### config.mk
export PLATFORM = sky130hd
export DESIGN_NAME = e1_crc4_patgen
export DESIGN_NICKNAME = d
export VERILOG_FILES = /design/src/rtl/e1pg_pkg.sv /design/src/rtl/e1pg_timing.sv /design/src/rtl/e1pg_prbs.sv /design/src/rtl/e1pg_crc4.sv /design/src/rtl/e1pg_launch.sv /design/src/rtl/e1_crc4_patgen.sv
export SDC_FILE = /design/constraint.sdc
export NUM_CORES = 1
export LEC_CHECK = 0
export BUFFER_PORTS_ARGS = -buffer_cell sky130_fd_sc_hd__buf_2
export CELL_PAD_IN_SITES_DETAIL_PLACEMENT = 2
export CELL_PAD_IN_SITES_GLOBAL_PLACEMENT = 2
export CORE_ASPECT_RATIO = 2
export CORE_MARGIN = 2
export CORE_UTILIZATION = 45
export DETAILED_ROUTE_END_ITERATION = 10
export HOLD_SLACK_MARGIN = 0.05
export PLACE_DENSITY = 0.83
export SLEW_MARGIN = 20
export SYNTH_ARGS = -nofsm -noshare
export SYNTH_HDL_FRONTEND = slang
export SYNTH_SLANG_ARGS = --single-unit
export TNS_END_PERCENT = 50
### constraint.sdc
create_clock -name clk -period 6.3 [get_ports clk]
set_input_delay 0.315 -clock clk [delete_from_list [all_inputs] [get_ports clk]]
set_output_delay 0.315 -clock clk [all_outputs]
set_load 0.1 [all_outputs]
### src/rtl/e1pg_pkg.sv
`timescale 1ns/1ps
package e1pg_pkg;
  // frame geometry
  localparam int SLOT_BITS    = 8;
  localparam int SIG_SLOT     = 16;
  localparam int HALF_FRAMES  = 8;
  // timeslot 0 words, leftmost bit sent first
  localparam logic [6:0] ALIGN_WORD  = 7'b0011011;
  localparam logic [6:0] NALIGN_WORD = 7'b1011111;
  localparam logic [5:0] SPARE_SEQ   = 6'b001011;
  localparam int         SPARE_LAST_FRAME = 11;
  // CRC-4: x^4 + x + 1, low terms only
  localparam int         CRC_W    = 4;
  localparam logic [3:0] CRC_POLY = 4'b0011;
  // PRBS 2^15-1: x^15 + x^14 + 1
  localparam int PRBS_LEN = 15;
  localparam int PRBS_TAP = 14;

  typedef enum logic [2:0] {
    SRC_PRBS,
    SRC_CBIT,
    SRC_SPARE,
    SRC_WORD,
    SRC_SIG
  } bit_src_e;
endpackage

### src/rtl/e1pg_timing.sv
`timescale 1ns/1ps
module e1pg_timing #(
  parameter int BITS_PER_FRAME = 256,
  parameter int FRAMES_PER_MF  = 16,
  parameter int FRAMES_PER_HALF = 8
) (
  input  logic                              clk,
  input  logic                              rst_n,
  output logic [$clog2(BITS_PER_FRAME)-1:0] bit_idx,
  output logic [$clog2(FRAMES_PER_MF)-1:0]  frm_idx,
  output logic                              frame_start,
  output logic                              half_end
);
  localparam int BW = $clog2(BITS_PER_FRAME);
  localparam int FW = $clog2(FRAMES_PER_MF);
  localparam int HW = $clog2(FRAMES_PER_HALF);
  localparam logic [BW-1:0] LAST_BIT = BW'(BITS_PER_FRAME - 1);
  localparam logic [FW-1:0] LAST_FRM = FW'(FRAMES_PER_MF - 1);

  logic [BW-1:0] bit_d;
  logic [FW-1:0] frm_d;
  logic          frame_end;

  assign frame_end   = (bit_idx == LAST_BIT);
  assign frame_start = (bit_idx == '0);
  assign half_end    = frame_end && (frm_idx[HW-1:0] == {HW{1'b1}});

  always_comb begin
    bit_d = frame_end ? '0 : bit_idx + 1'b1;
    frm_d = frm_idx;
    if (frame_end) begin
      frm_d = (frm_idx == LAST_FRM) ? '0 : frm_idx + 1'b1;
    end
  end

  always_ff @(posedge clk or negedge rst_n) begin
    if (!rst_n) begin
      bit_idx <= '0;
      frm_idx <= '0;
    end else begin
      bit_idx <= bit_d;
      frm_idx <= frm_d;
    end
  end
endmodule

### src/rtl/e1pg_prbs.sv
`timescale 1ns/1ps
module e1pg_prbs #(
  parameter int LEN = 15,
  parameter int TAP = 14
) (
  input  logic clk,
  input  logic rst_n,
  input  logic adv,
  output logic prbs_bit
);
  logic [LEN-1:0] st_q, st_d;

  assign prbs_bit = st_q[LEN-1];

  always_comb begin
    st_d = st_q;
    if (adv) begin
      st_d = {st_q[LEN-2:0], st_q[LEN-1] ^ st_q[TAP-1]};
    end
  end

  always_ff @(posedge clk or negedge rst_n) begin
    if (!rst_n) st_q <= '1;
    else        st_q <= st_d;
  end
endmodule

### src/rtl/e1pg_crc4.sv
`timescale 1ns/1ps
module e1pg_crc4 #(
  parameter int            W    = 4,
  parameter logic [W-1:0]  POLY = 4'b0011
) (
  input  logic         clk,
  input  logic         rst_n,
  input  logic         din,
  input  logic         zero_in,
  input  logic         half_end,
  input  logic         ins_req,
  output logic [W-1:0] crc_word
);
  logic [W-1:0] acc_q, acc_d, send_d, step;
  logic         ins_q, pend_q, pend_d, rise, fb;

  assign fb   = (zero_in ? 1'b0 : din) ^ acc_q[W-1];
  assign step = {acc_q[W-2:0], 1'b0} ^ (fb ? POLY : '0);
  assign rise = ins_req & ~ins_q;

  always_comb begin
    acc_d  = step;
    send_d = crc_word;
    pend_d = pend_q | rise;
    if (half_end) begin
      acc_d  = '0;
      send_d = step ^ {W{pend_q}};
      pend_d = rise;
    end
  end

  always_ff @(posedge clk or negedge rst_n) begin
    if (!rst_n) begin
      acc_q    <= '0;
      crc_word <= '0;
      ins_q    <= 1'b0;
      pend_q   <= 1'b0;
    end else begin
      acc_q    <= acc_d;
      crc_word <= send_d;
      ins_q    <= ins_req;
      pend_q   <= pend_d;
    end
  end
endmodule

### src/rtl/e1pg_launch.sv
`timescale 1ns/1ps
module e1pg_launch #(
  parameter int W = 2
) (
  input  logic         clk,
  input  logic         rst_n,
  input  logic         edge_rise,
  input  logic [W-1:0] d,
  output logic [W-1:0] q
);
  for (genvar g = 0; g < W; g++) begin : g_lane
    logic pos_q, neg_q;

    always_ff @(posedge clk or negedge rst_n) begin
      if (!rst_n) pos_q <= 1'b0;
      else        pos_q <= d[g];
    end

    always_ff @(negedge clk or negedge rst_n) begin
      if (!rst_n) neg_q <= 1'b0;
      else        neg_q <= pos_q;
    end

    assign q[g] = edge_rise ? pos_q : neg_q;
  end
endmodule

### src/rtl/e1_crc4_patgen.sv
`timescale 1ns/1ps
module e1_crc4_patgen
  import e1pg_pkg::*;
#(
  parameter int BITS_PER_FRAME = 256,
  parameter int FRAMES_PER_MF  = 16
) (
  input  logic clk,
  input  logic rst_n,
  input  logic edge_rise,
  input  logic frame_en,
  input  logic fas_inv,
  input  logic crc_err_ins,
  output logic ser_data,
  output logic frame_sync
);
  localparam int BW  = $clog2(BITS_PER_FRAME);
  localparam int FW  = $clog2(FRAMES_PER_MF);
  localparam int SBW = $clog2(SLOT_BITS);
  localparam int TW  = BW - SBW;

  logic [BW-1:0]    bit_idx;
  logic [FW-1:0]    frm_idx;
  logic             frame_start, half_end;
  logic             prbs_bit, prbs_adv;
  logic [CRC_W-1:0] crc_word;
  logic             tx_bit, c_pos;
  logic [TW-1:0]    slot;
  logic [SBW-1:0]   sub;
  logic [6:0]       align_eff;
  bit_src_e         src;
  logic [1:0]       lane_d, lane_q;

  e1pg_timing #(
    .BITS_PER_FRAME (BITS_PER_FRAME),
    .FRAMES_PER_MF  (FRAMES_PER_MF),
    .FRAMES_PER_HALF(HALF_FRAMES)
  ) u_timing (
    .clk        (clk),
    .rst_n      (rst_n),
    .bit_idx    (bit_idx),
    .frm_idx    (frm_idx),
    .frame_start(frame_start),
    .half_end   (half_end)
  );

  e1pg_prbs #(.LEN(PRBS_LEN), .TAP(PRBS_TAP)) u_prbs (
    .clk     (clk),
    .rst_n   (rst_n),
    .adv     (prbs_adv),
    .prbs_bit(prbs_bit)
  );

  e1pg_crc4 #(.W(CRC_W), .POLY(CRC_POLY)) u_crc (
    .clk     (clk),
    .rst_n   (rst_n),
    .din     (tx_bit),
    .zero_in (c_pos),
    .half_end(half_end),
    .ins_req (crc_err_ins),
    .crc_word(crc_word)
  );

  assign slot      = bit_idx[BW-1:SBW];
  assign sub       = bit_idx[SBW-1:0];
  assign align_eff = {ALIGN_WORD[6:1], ALIGN_WORD[0] ^ fas_inv};

  // pick the source of the current bit position
  always_comb begin
    src = SRC_PRBS;
    if (frame_en) begin
      if (slot == '0) begin
        if (sub != '0)        src = SRC_WORD;
        else if (!frm_idx[0]) src = SRC_CBIT;
        else                  src = SRC_SPARE;
      end else if (slot == TW'(SIG_SLOT)) begin
        src = SRC_SIG;
      end
    end
  end

  always_comb begin
    tx_bit   = prbs_bit;
    prbs_adv = 1'b0;
    c_pos    = 1'b0;
    unique case (src)
      SRC_PRBS: prbs_adv = 1'b1;
      SRC_CBIT: begin
        c_pos  = 1'b1;
        tx_bit = crc_word[2'd3 - frm_idx[2:1]];
      end
      SRC_SPARE: begin
        if (int'(frm_idx) <= SPARE_LAST_FRAME) tx_bit = SPARE_SEQ[3'd5 - frm_idx[3:1]];
        else                                   tx_bit = 1'b1;
      end
      SRC_WORD: tx_bit = frm_idx[0] ? NALIGN_WORD[3'd7 - sub] : align_eff[3'd7 - sub];
      SRC_SIG:  tx_bit = 1'b1;
      default:  tx_bit = prbs_bit;
    endcase
  end

  assign lane_d = {frame_start, tx_bit};

  e1pg_launch #(.W(2)) u_launch (
    .clk      (clk),
    .rst_n    (rst_n),
    .edge_rise(edge_rise),
    .d        (lane_d),
    .q        (lane_q)
  );

  assign ser_data   = lane_q[0];
  assign frame_sync = lane_q[1];
endmodule

==> results of run 1 <==
## power breakdown
group | internal, uW | switching, uW | total (uW)
clock | 113 | 91.1 | 204
combinational | 81.6 | 84.6 | 166
sequential | 329 | 32.6 | 362
## state kept, by name (all words and copies together), names as in the netlist, 2 cells and up
name / count
u_timing.frm_idx: 4
u_launch.g_lane.pos_q: 2
u_crc.crc_word: 4
u_prbs.st_q: 15
u_timing.bit_idx: 8
u_crc.acc_q: 4
u_launch.g_lane.neg_q: 2
## cells by family after synthesis
logic type	count (synthesis)
flops	41
buf+inv	11
simple gates	45
compound gates	19
xor+xnor	15
fa+ha+maj	6
mux	19
## critical path: cells and delay by family, from the launching register on
family	cells	cell delay [ps]
flops	1	390
buf+inv	1	420
mux	1	140
## per-layer routing
metal / GRT usage, % / vias up / routed length (um)
met5: 0 / - / 0
met4: 6.250 / 0 / 52
met3: 3.261 / 4 / 62
met2: 36.18 / 10 / 2257
met1: 18.39 / 617 / 1373
li1: - / 548 / -
## layout by cell type (no fill, tap or decap), drive strengths merged
cell type  count
nor3b          1
or4            2
mux2i          1
or2b           1
mux2          17
clkbuf         7
xor2           4
nor2b          2
dfstp         15
and2           3
or4b           1
and4           1
o31ai          1
nand2         15
nand3          5
nor2          10
o221a          1
a31oi          1
o21ai          8
nand2b         2
ha             6
buf            7
a21o           1
xor3           1
dfrtn          2
a21oi          4
o41ai          1
or3b           1
inv            7
o21bai         1
mux4           1
nor4           1
dfrtp         24
a21boi         1
xnor2         10
## metrics by stage
step	cells	area [um2]	util, %	hold WS, ps
6_report	218	2090	51.12	145.8
2_1_floorplan	156	1909	-	19.41
3_3_place_gp	210	1976	48.33	425.7
3_5_place_dp	210	1976	48.33	446.1
5_1_grt	218	2090	51.12	137.7
4_1_cts	218	2090	51.12	139.4
## worst min-delay path by stage
| stage | slack [ps] | end | from |
|---|---|---|---|
| floorplan | 20 | u_crc.acc_q[0]$_DFF_PN0_ | rst_n |
| global placement | 430 | u_crc.pend_q$_DFF_PN0_ | u_crc.ins_q$_DFF_PN0_ |
| detailed placement | 450 | u_crc.ins_q$_DFF_PN0_ | crc_err_ins |
| CTS | 140 | u_crc.ins_q$_DFF_PN0_ | crc_err_ins |
| global route | 140 | u_crc.ins_q$_DFF_PN0_ | crc_err_ins |
| finish | 150 | u_crc.crc_word[2]$_DFFE_PN0P_ | rst_n |
## area by class of cell
class                           count  area (um2)
Clock buffer                        7       107.6
Clock inverter                      1       6.256
Fill cell                         420        1998
Inverter                            6       22.52
Multi-Input combinational cell    104       808.3
Sequential cell                    41        1045
Tap cell                           52       65.06
Timing Repair Buffer                7       35.03
==> impl_metrics.env, run 1 <==
export IMPL_synthFlopType="dfrtp_1"
export IMPL_avgSynthCellArea_um2=12.24
export IMPL_clockBufferDepth=2
export IMPL_p_total_uw=732.2
export IMPL_yosysMostFrequentCell="dfrtp_1"
export IMPL_endpoint_kind="output port"
export IMPL_synth_common_cells="24 x dfrtp_1, 17 x mux2_2, 15 x dfstp_2, 15 x nand2_1"
export IMPL_yosys_top_cells_area="dfrtp_1 31%, dfstp_2 21%, mux2_2 10%"
export IMPL_fin_setup_tns_ps=0
export IMPL_power_density_mw_per_mm2=350.4
export IMPL_ys_warn_count=0
export IMPL_cts_root_buffer="clkbuf_8"
export IMPL_timing_critical_path_from="u_launch.g_lane[0].neg_q$_DFF_NN0_"
export IMPL_maxCapViolations=0
export IMPL_regToRegEndpoint="u_launch.g_lane[1].neg_q$_DFF_NN0_"
export IMPL_postSynthCellCount=156
export IMPL_crit_arrival_ps=4390
export IMPL_p_leak_uw=0.0009262
export IMPL_gp_congestion=0.7054
export IMPL_synth_compound_area_share_pct=6.684
export IMPL_worstMarginPinSlew_ps=895.7
export IMPL_drc=0
export IMPL_clock_sinks=41
export IMPL_cts_clk_slew_worst_paths_ps=80
export IMPL_yosys_area_share_simple_pct=12.32
export IMPL_rsz0062_at_grt="false"
export IMPL_drt_iter0_markers=18
export IMPL_synth_area_mm2=0.001909
export IMPL_cts_setup_buffers=0
export IMPL_drt_first_pass_iters=2
export IMPL_portBuffers=7
export IMPL_core_mm2=0.004088
export IMPL_synth_top_family_by_area="simple AND/OR/NAND/NOR gates"
export IMPL_hold_path_class="in -> async"
export IMPL_ant_nets=0
export IMPL_cp_cell_sequence="mux2_2 -> buf_2"
export IMPL_post_cts_resized=0
export IMPL_setup_viol=0
export IMPL_grtUsageTotal_pct=18.29
export IMPL_path_max_fanout=1
export IMPL_dp_slack_ps=1905
export IMPL_hpwlAfterDp_um=2756
export IMPL_grt_max_degree=42
export IMPL_setup_slack_ps=1598
export IMPL_path_class="reg -> out"
export IMPL_holdBufCountCts=0
export IMPL_slew_headroom_pct=40.28
export IMPL_synth_edf_count=0
export IMPL_cpPeakStageDelay_ps=420
export IMPL_synth_xor_xnor_area_share_pct=7.667
export IMPL_overflow=0
export IMPL_dieArea_mm2=0.004812
export IMPL_cts_tree="done"
export IMPL_synth_async_reset_ratio_pct=100.0
export IMPL_slew_viol_final=0
export IMPL_endpoint="ser_data"
export IMPL_reg2reg_from="u_launch.g_lane[1].pos_q$_DFF_PN0_"
export IMPL_synth_seq_cells=41
export IMPL_antenna_found_initial=0
export IMPL_run_status="complete, no violations"
export IMPL_cts_buffers=5
export IMPL_crit_path_top_delay_cell="buf_2"
export IMPL_ys_seq_area_share_pct=54.72
export IMPL_synth_fa_ha_area_share_pct=3.932
export IMPL_htreeDepth=2
export IMPL_ys_types=38
export IMPL_reg2reg_depth=0
export IMPL_final_hold_viol_count=0
export IMPL_row_count=33
export IMPL_die_height_um=96.12
export IMPL_antenna_cells=0
export IMPL_drive_gt1_share_pct=33.13
export IMPL_required_ps=5980
export IMPL_area_growth_pct=9.436
export IMPL_synth_fp_nets=168
export IMPL_skew_ps=4.884
export IMPL_initial_core_util_pct=46.71
export IMPL_io_pins=8
export IMPL_cp_start_kind="register"
export IMPL_synth_top_area_share_pct=31.45
export IMPL_fin_nets=177
export IMPL_wire_per_inst_um=17.18
export IMPL_regToRegSetupSlack_ps=2610
export IMPL_clk_latency_ps=290
export IMPL_routed_via_density=5.408
export IMPL_ir_drop_mv=0.1842
export IMPL_drt_total_wl_um=3746
export IMPL_die_width_um=50.06
export IMPL_grt_pass1_wl_um=6472
export IMPL_via_count=1179
export IMPL_yosys_area_top_type="dfrtp_1"
export IMPL_grt_pass1_vias=1353
export IMPL_synthMuxAreaShare_pct=11.73
(Power assumes the default switching activity.)
==> run 2: changes to the inputs <==
- CORE_UTILIZATION: 45 -> 42
- PLACE_DENSITY: 0.83 -> 0.78
- clock period: 6.3 -> 4.65 ns (I/O delays scaled with it)
==> run 2 against run 1 <==
First-iteration DRC count shrank 39%. Sequential share of layout area decreased by 0.82 points. Flip-flop and latch count did not move. Clock skew is 6.0 ps higher. Largest cell class unchanged. Die area grew 6.7%. Non-clock buffer count increased by 3. Combinational power rose by 31%. Core utilization is 2.2 points lower. Register-to-register slack got worse by 830 ps.
==> impl_metrics.env, run 2 (synthesized netlist as in run 1, its figures left out) <==
export IMPL_run_status="complete, no violations"
export IMPL_grt_max_degree=23
export IMPL_hold_path_class="in -> reg"
export IMPL_fillCellCount=460
export IMPL_fin_setup_tns_ps=0
export IMPL_cp_cell_sequence="mux2_2 -> buf_2"
export IMPL_wl_met1_um=1457
export IMPL_antenna_cells=0
export IMPL_crit_path_top_delay_cell="buf_2"
export IMPL_p_switching_uw=277.9
export IMPL_clkPwrFrac_pct=29.7
export IMPL_clock_sinks=41
export IMPL_placed_cells=213
export IMPL_comb_power_share_pct=21.5
export IMPL_required_ps=4420
export IMPL_multi_input_area_um2=808.3
export IMPL_crit_arrival_ps=3590
export IMPL_largest_register="u_prbs.st_q"
export IMPL_cp_start_kind="register"
export IMPL_grt_pass1_wl_um=6948
export IMPL_holdWs_ps=305.2
export IMPL_die_height_um=99.35
export IMPL_worstMarginPinSlew_ps=674.5
export IMPL_path_max_fanout=1
export IMPL_overflow=0
export IMPL_drt_first_pass_iters=5
export IMPL_maxCapViolations=0
export IMPL_layout_cells_non_filler=223
export IMPL_intPower_uw=733.3
export IMPL_area_growth_pct=11.27
export IMPL_cts_buffers=5
export IMPL_row_count=34
export IMPL_antenna_found_initial=0
export IMPL_drc=0
export IMPL_grtUsageTotal_pct=18.78
export IMPL_drt_total_wl_um=4104
export IMPL_io_pins=8
export IMPL_wl_met2_um=2446
export IMPL_slew_headroom_pct=54.92
export IMPL_routed_via_density=5.300
export IMPL_rsz0062_at_grt="false"
export IMPL_swShare_pct=27.48
export IMPL_slew_viol_final=0
export IMPL_final_common_cell="dfrtp_1"
export IMPL_die_width_um=51.68
export IMPL_cts_root_buffer="clkbuf_8"
export IMPL_htreeDepth=2
export IMPL_hpwlAfterDp_um=3044
export IMPL_gp_congestion=0.7670
export IMPL_wire_per_inst_um=18.40
export IMPL_endpoint_kind="output port"
export IMPL_path_class="reg -> out"
export IMPL_portBuffers=7
export IMPL_routed_top_layer="met4"
export IMPL_grt_pass1_vias=1411
export IMPL_regArea_mm2=0.001045
export IMPL_p_leak_uw=0.0009411
export IMPL_clockBufferDepth=2
export IMPL_cts_clk_slew_worst_paths_ps=70
export IMPL_largest_reg_flops=15
export IMPL_ant_nets=0
export IMPL_fin_nets=180
export IMPL_core_mm2=0.004339
export IMPL_skew_ps=10.87
export IMPL_regToRegEndpoint="u_launch.g_lane[1].neg_q$_DFF_NN0_"
export IMPL_initial_core_util_pct=44.00
export IMPL_setup_viol=0
export IMPL_reg_top3="u_prbs.st_q (15), u_timing.bit_idx (8)"
export IMPL_via_count=1182
export IMPL_holdPathEnd="u_launch.g_lane[0].pos_q$_DFF_PN0_"
export IMPL_most_common_layout_cells="24 x dfrtp_1, 17 x mux2_2, 15 x nand2_1, 15 x dfstp_2"
export IMPL_p_total_uw=1011
export IMPL_dieArea_mm2=0.005134
export IMPL_min_from="frame_en"
export IMPL_wl_met3_um=87
export IMPL_cpPeakStageDelay_ps=420
export IMPL_drt_iter0_markers=11
export IMPL_power_density_mw_per_mm2=476.0
export IMPL_drive_gt1_share_pct=33.14
export IMPL_cts_tree="done"
export IMPL_p_seq_share_pct=48.8
export IMPL_hold_path_depth=3
export IMPL_reg2reg_depth=0
export IMPL_clk_latency_ps=300
export IMPL_regToRegSetupSlack_ps=1780
export IMPL_reg2reg_from="u_launch.g_lane[1].pos_q$_DFF_PN0_"
export IMPL_ir_drop_mv=0.3202
export IMPL_final_hold_viol_count=0
run 2: cell types whose count changed in the layout (fill, tap and decap cells not counted):
cell,previous run,this run
clkbuf_16,1,0
buf_4,0,1
dlygate4sd3_1,0,2
bufinv_16,0,1
run 2: what timing repair did:
item | in CTS | in global routing
hold endpoints to repair | 11 | 0
gates resized for setup | 0 | 0
setup endpoints to repair | 0 | 0
buffers inserted | 0 | 0
hold buffers | 2 | 0
run 2: per-stage QoR:
stage	setup WS, ps	area, um2	util (%)
final	832.0	2125	48.96
after global routing	784.0	2125	48.96
after CTS	823.2	2125	48.96
after detailed placement	1153	1986	45.76
after global placement	1187	1986	45.76
after floorplan	1252	1909	-
run 2: metal layers:
metal	track usage (%)	vias to the layer above
li1	-	554
met1	19.18	606
met4	8.704	0
met2	35.31	14
met3	3.003	8
met5	0	-
run 2: area by class of cell:
class                      instances  area share [%]
sequential                        41           49.18
timing repair buffer              10           2.945
tap                               54           3.180
inverter                           6           1.060
clock inverter                     2           1.708
clock buffer                       6           3.887
multi-input combinational        104           38.04
run 2: worst max-delay path, delay by kind of cell (launching register included):
| family | cells | cell delay (ps) |
|---|---|---|
| muxes | 1 | 140 |
| buffers and inverters | 1 | 420 |
| DFF | 1 | 400 |
run 2: power by group through the flow:
| stage | registers (uW) | clock network (uW) | logic, uW |
|---|---|---|---|
| floorplan | 481 | 0 | 183 |
| global placement | 491 | 0 | 207 |
| detailed placement | 505 | 0 | 219 |
| CTS | 498 | 310 | 222 |
| global route | 504 | 320 | 241 |
| finish | 494 | 300 | 217 |
run 2: worst max-delay path by stage:
| stage | startpoint | to | cells after the start |
|---|---|---|---|
| after global routing | u_launch.g_lane[1].neg_q$_DFF_NN0_ | frame_sync | 2 |
| final | u_launch.g_lane[1].neg_q$_DFF_NN0_ | frame_sync | 2 |
| after global placement | u_launch.g_lane[0].neg_q$_DFF_NN0_ | ser_data | 2 |
| after CTS | u_launch.g_lane[1].neg_q$_DFF_NN0_ | frame_sync | 2 |
| after floorplan | u_launch.g_lane[1].neg_q$_DFF_NN0_ | frame_sync | 1 |
| after detailed placement | u_launch.g_lane[1].neg_q$_DFF_NN0_ | frame_sync | 2 |
==> run 3: changes to the inputs <==
- CORE_UTILIZATION: 42 -> 38
- PLACE_DENSITY: 0.78 -> 0.74
- clock period: 4.65 -> 3.45 ns (I/O delays scaled with it)
==> run 3 against run 2 <==
Sequential share of layout area grew 0.71 points. Cell count grew 1.3%. Hold slack lost 42 ps. Largest cell class unchanged.
==> impl_metrics.env, run 3 (synthesized netlist as in run 1, its figures left out) <==
export IMPL_run_status="complete, no violations"
export IMPL_skew_ps=7.112
export IMPL_crit_arrival_ps=2950
export IMPL_clock_sinks=41
export IMPL_via_count=1189
export IMPL_required_ps=3280
export IMPL_grt_max_degree=28
export IMPL_crit_path_top_delay_cell="buf_2"
export IMPL_intPower_uw=891.3
export IMPL_hpwlAfterDp_um=2655
export IMPL_most_common_layout_cells="24 x dfrtp_1, 17 x mux2_2, 15 x nand2_1, 15 x dfstp_2"
export IMPL_ant_nets=0
export IMPL_clkPwrFrac_pct=24.2
export IMPL_overflow=0
export IMPL_drc=0
export IMPL_cpPeakStageDelay_ps=410
export IMPL_dp_slack_ps=631.5
export IMPL_cts_clk_slew_worst_paths_ps=80
export IMPL_path_class="reg -> out"
export IMPL_grtUsageTotal_pct=14.73
export IMPL_die_height_um=104.2
export IMPL_die_width_um=54.12
export IMPL_p_total_uw=1254
export IMPL_path_max_fanout=1
export IMPL_antenna_found_initial=0
export IMPL_cts_tree="done"
export IMPL_drt_iter0_markers=7
export IMPL_grt_pass1_wl_um=6223
export IMPL_cts_root_buffer="clkbuf_8"
export IMPL_cp_start_kind="register"
export IMPL_portBuffers=7
export IMPL_drive_gt1_share_pct=33.14
export IMPL_reg_top3="u_prbs.st_q (15), u_timing.bit_idx (8)"
export IMPL_fin_setup_tns_ps=0
export IMPL_layout_cells_non_filler=226
export IMPL_antenna_cells=0
export IMPL_p_leak_uw=0.0009276
export IMPL_placed_cells=216
export IMPL_cp_cell_sequence="mux2_2 -> buf_2"
export IMPL_clockBufferDepth=2
export IMPL_cts_buffers=5
export IMPL_path_depth=2
export IMPL_final_common_cell="dfrtp_1"
export IMPL_rsz0062_at_grt="false"
export IMPL_swShare_pct=28.91
export IMPL_crit_family="buffers and inverters"
export IMPL_io_pins=8
export IMPL_grt_pass1_vias=1353
export IMPL_worstMarginPinSlew_ps=647.2
export IMPL_drt_total_wl_um=3576
export IMPL_wire_per_inst_um=15.82
export IMPL_holdBufCountCts=2
export IMPL_row_count=36
export IMPL_p_seq_share_pct=52.1
export IMPL_reg2reg_depth=6
export IMPL_hold_path_class="in -> reg"
export IMPL_slew_viol_final=0
export IMPL_fillCellCount=500
export IMPL_setup_viol=0
export IMPL_largest_register="u_prbs.st_q"
export IMPL_clk_latency_ps=290
export IMPL_dieArea_mm2=0.005642
export IMPL_comb_power_share_pct=23.7
export IMPL_power_density_mw_per_mm2=598.7
export IMPL_area_growth_pct=9.699
export IMPL_slew_headroom_pct=56.75
export IMPL_routed_via_density=5.261
export IMPL_post_cts_resized=0
export IMPL_htreeDepth=2
export IMPL_largest_reg_flops=15
export IMPL_maxCapViolations=0
export IMPL_holdWs_ps=263.4
export IMPL_ir_drop_mv=0.3567
export IMPL_cts_setup_buffers=0
export IMPL_cp_num_buf_inv=1
export IMPL_gp_congestion=0.7229
export IMPL_core_mm2=0.004865
export IMPL_final_hold_viol_count=0
export IMPL_drt_first_pass_iters=2
export IMPL_p_switching_uw=362.6
export IMPL_fin_nets=180
export IMPL_endpoint_kind="output port"
export IMPL_setup_slack_ps=328.3
export IMPL_hold_path_depth=3
export IMPL_initial_core_util_pct=39.25
run 3: layer usage:
layer  GRT usage, %  vias to the layer above  routed length [um]
met3          3.879                        2                  95
met2          25.22                       11                2051
met5              0                        -                   0
li1               -                      554                   -
met1          17.11                      622                1402
met4          4.286                        0                  26
run 3: layout make-up:
cell class	count	area (um2)	share of cell area [%]
sequential	41	1045	49.88
multi-input combinational	104	808.3	38.59
tap	57	71.32	3.405
clock buffer	5	68.82	3.286
timing repair buffer	10	62.56	2.987
inverter	6	22.52	1.075
clock inverter	3	16.27	0.7766
run 3: metrics by stage:
stage / instance area, um2 / util, %
final: 2095 / 43.06
after global placement: 1989 / 40.90
after global routing: 2095 / 43.06
after floorplan: 1909 / -
after detailed placement: 1989 / 40.90
after CTS: 2095 / 43.06
run 3: final timing paths:
check	startpoint	end	slack [ps]
setup / recovery	u_launch.g_lane[1].neg_q$_DFF_NN0_	frame_sync	330
hold / removal	frame_en	u_launch.g_lane[0].pos_q$_DFF_PN0_	260
setup reg to reg	u_timing.bit_idx[6]$_DFF_PN0_	u_crc.acc_q[1]$_DFF_PN0_	1180
hold reg to reg	u_crc.ins_q$_DFF_PN0_	u_crc.pend_q$_DFF_PN0_	420
max in group asynchronous	rst_n	u_launch.g_lane[0].neg_q$_DFF_NN0_	1230
min in group asynchronous	rst_n	u_timing.bit_idx[2]$_DFF_PN0_	330
run 3: worst reg2reg max path, cell delays in order, from the launching register on:
cell and delay (ps):
dfrtp_1 440, nor4_1 470, nand2_1 510, o21bai_1 320
a21o_4 150, xor3_1 210, nor2_1 90
run 3: power groups by stage:
stage               clock network, uW  registers, uW  logic [uW]
floorplan                           0            648         247
global placement                    0            660         282
detailed placement                  0            665         295
CTS                               320            656         303
global route                      341            670         325
finish                            303            654         297
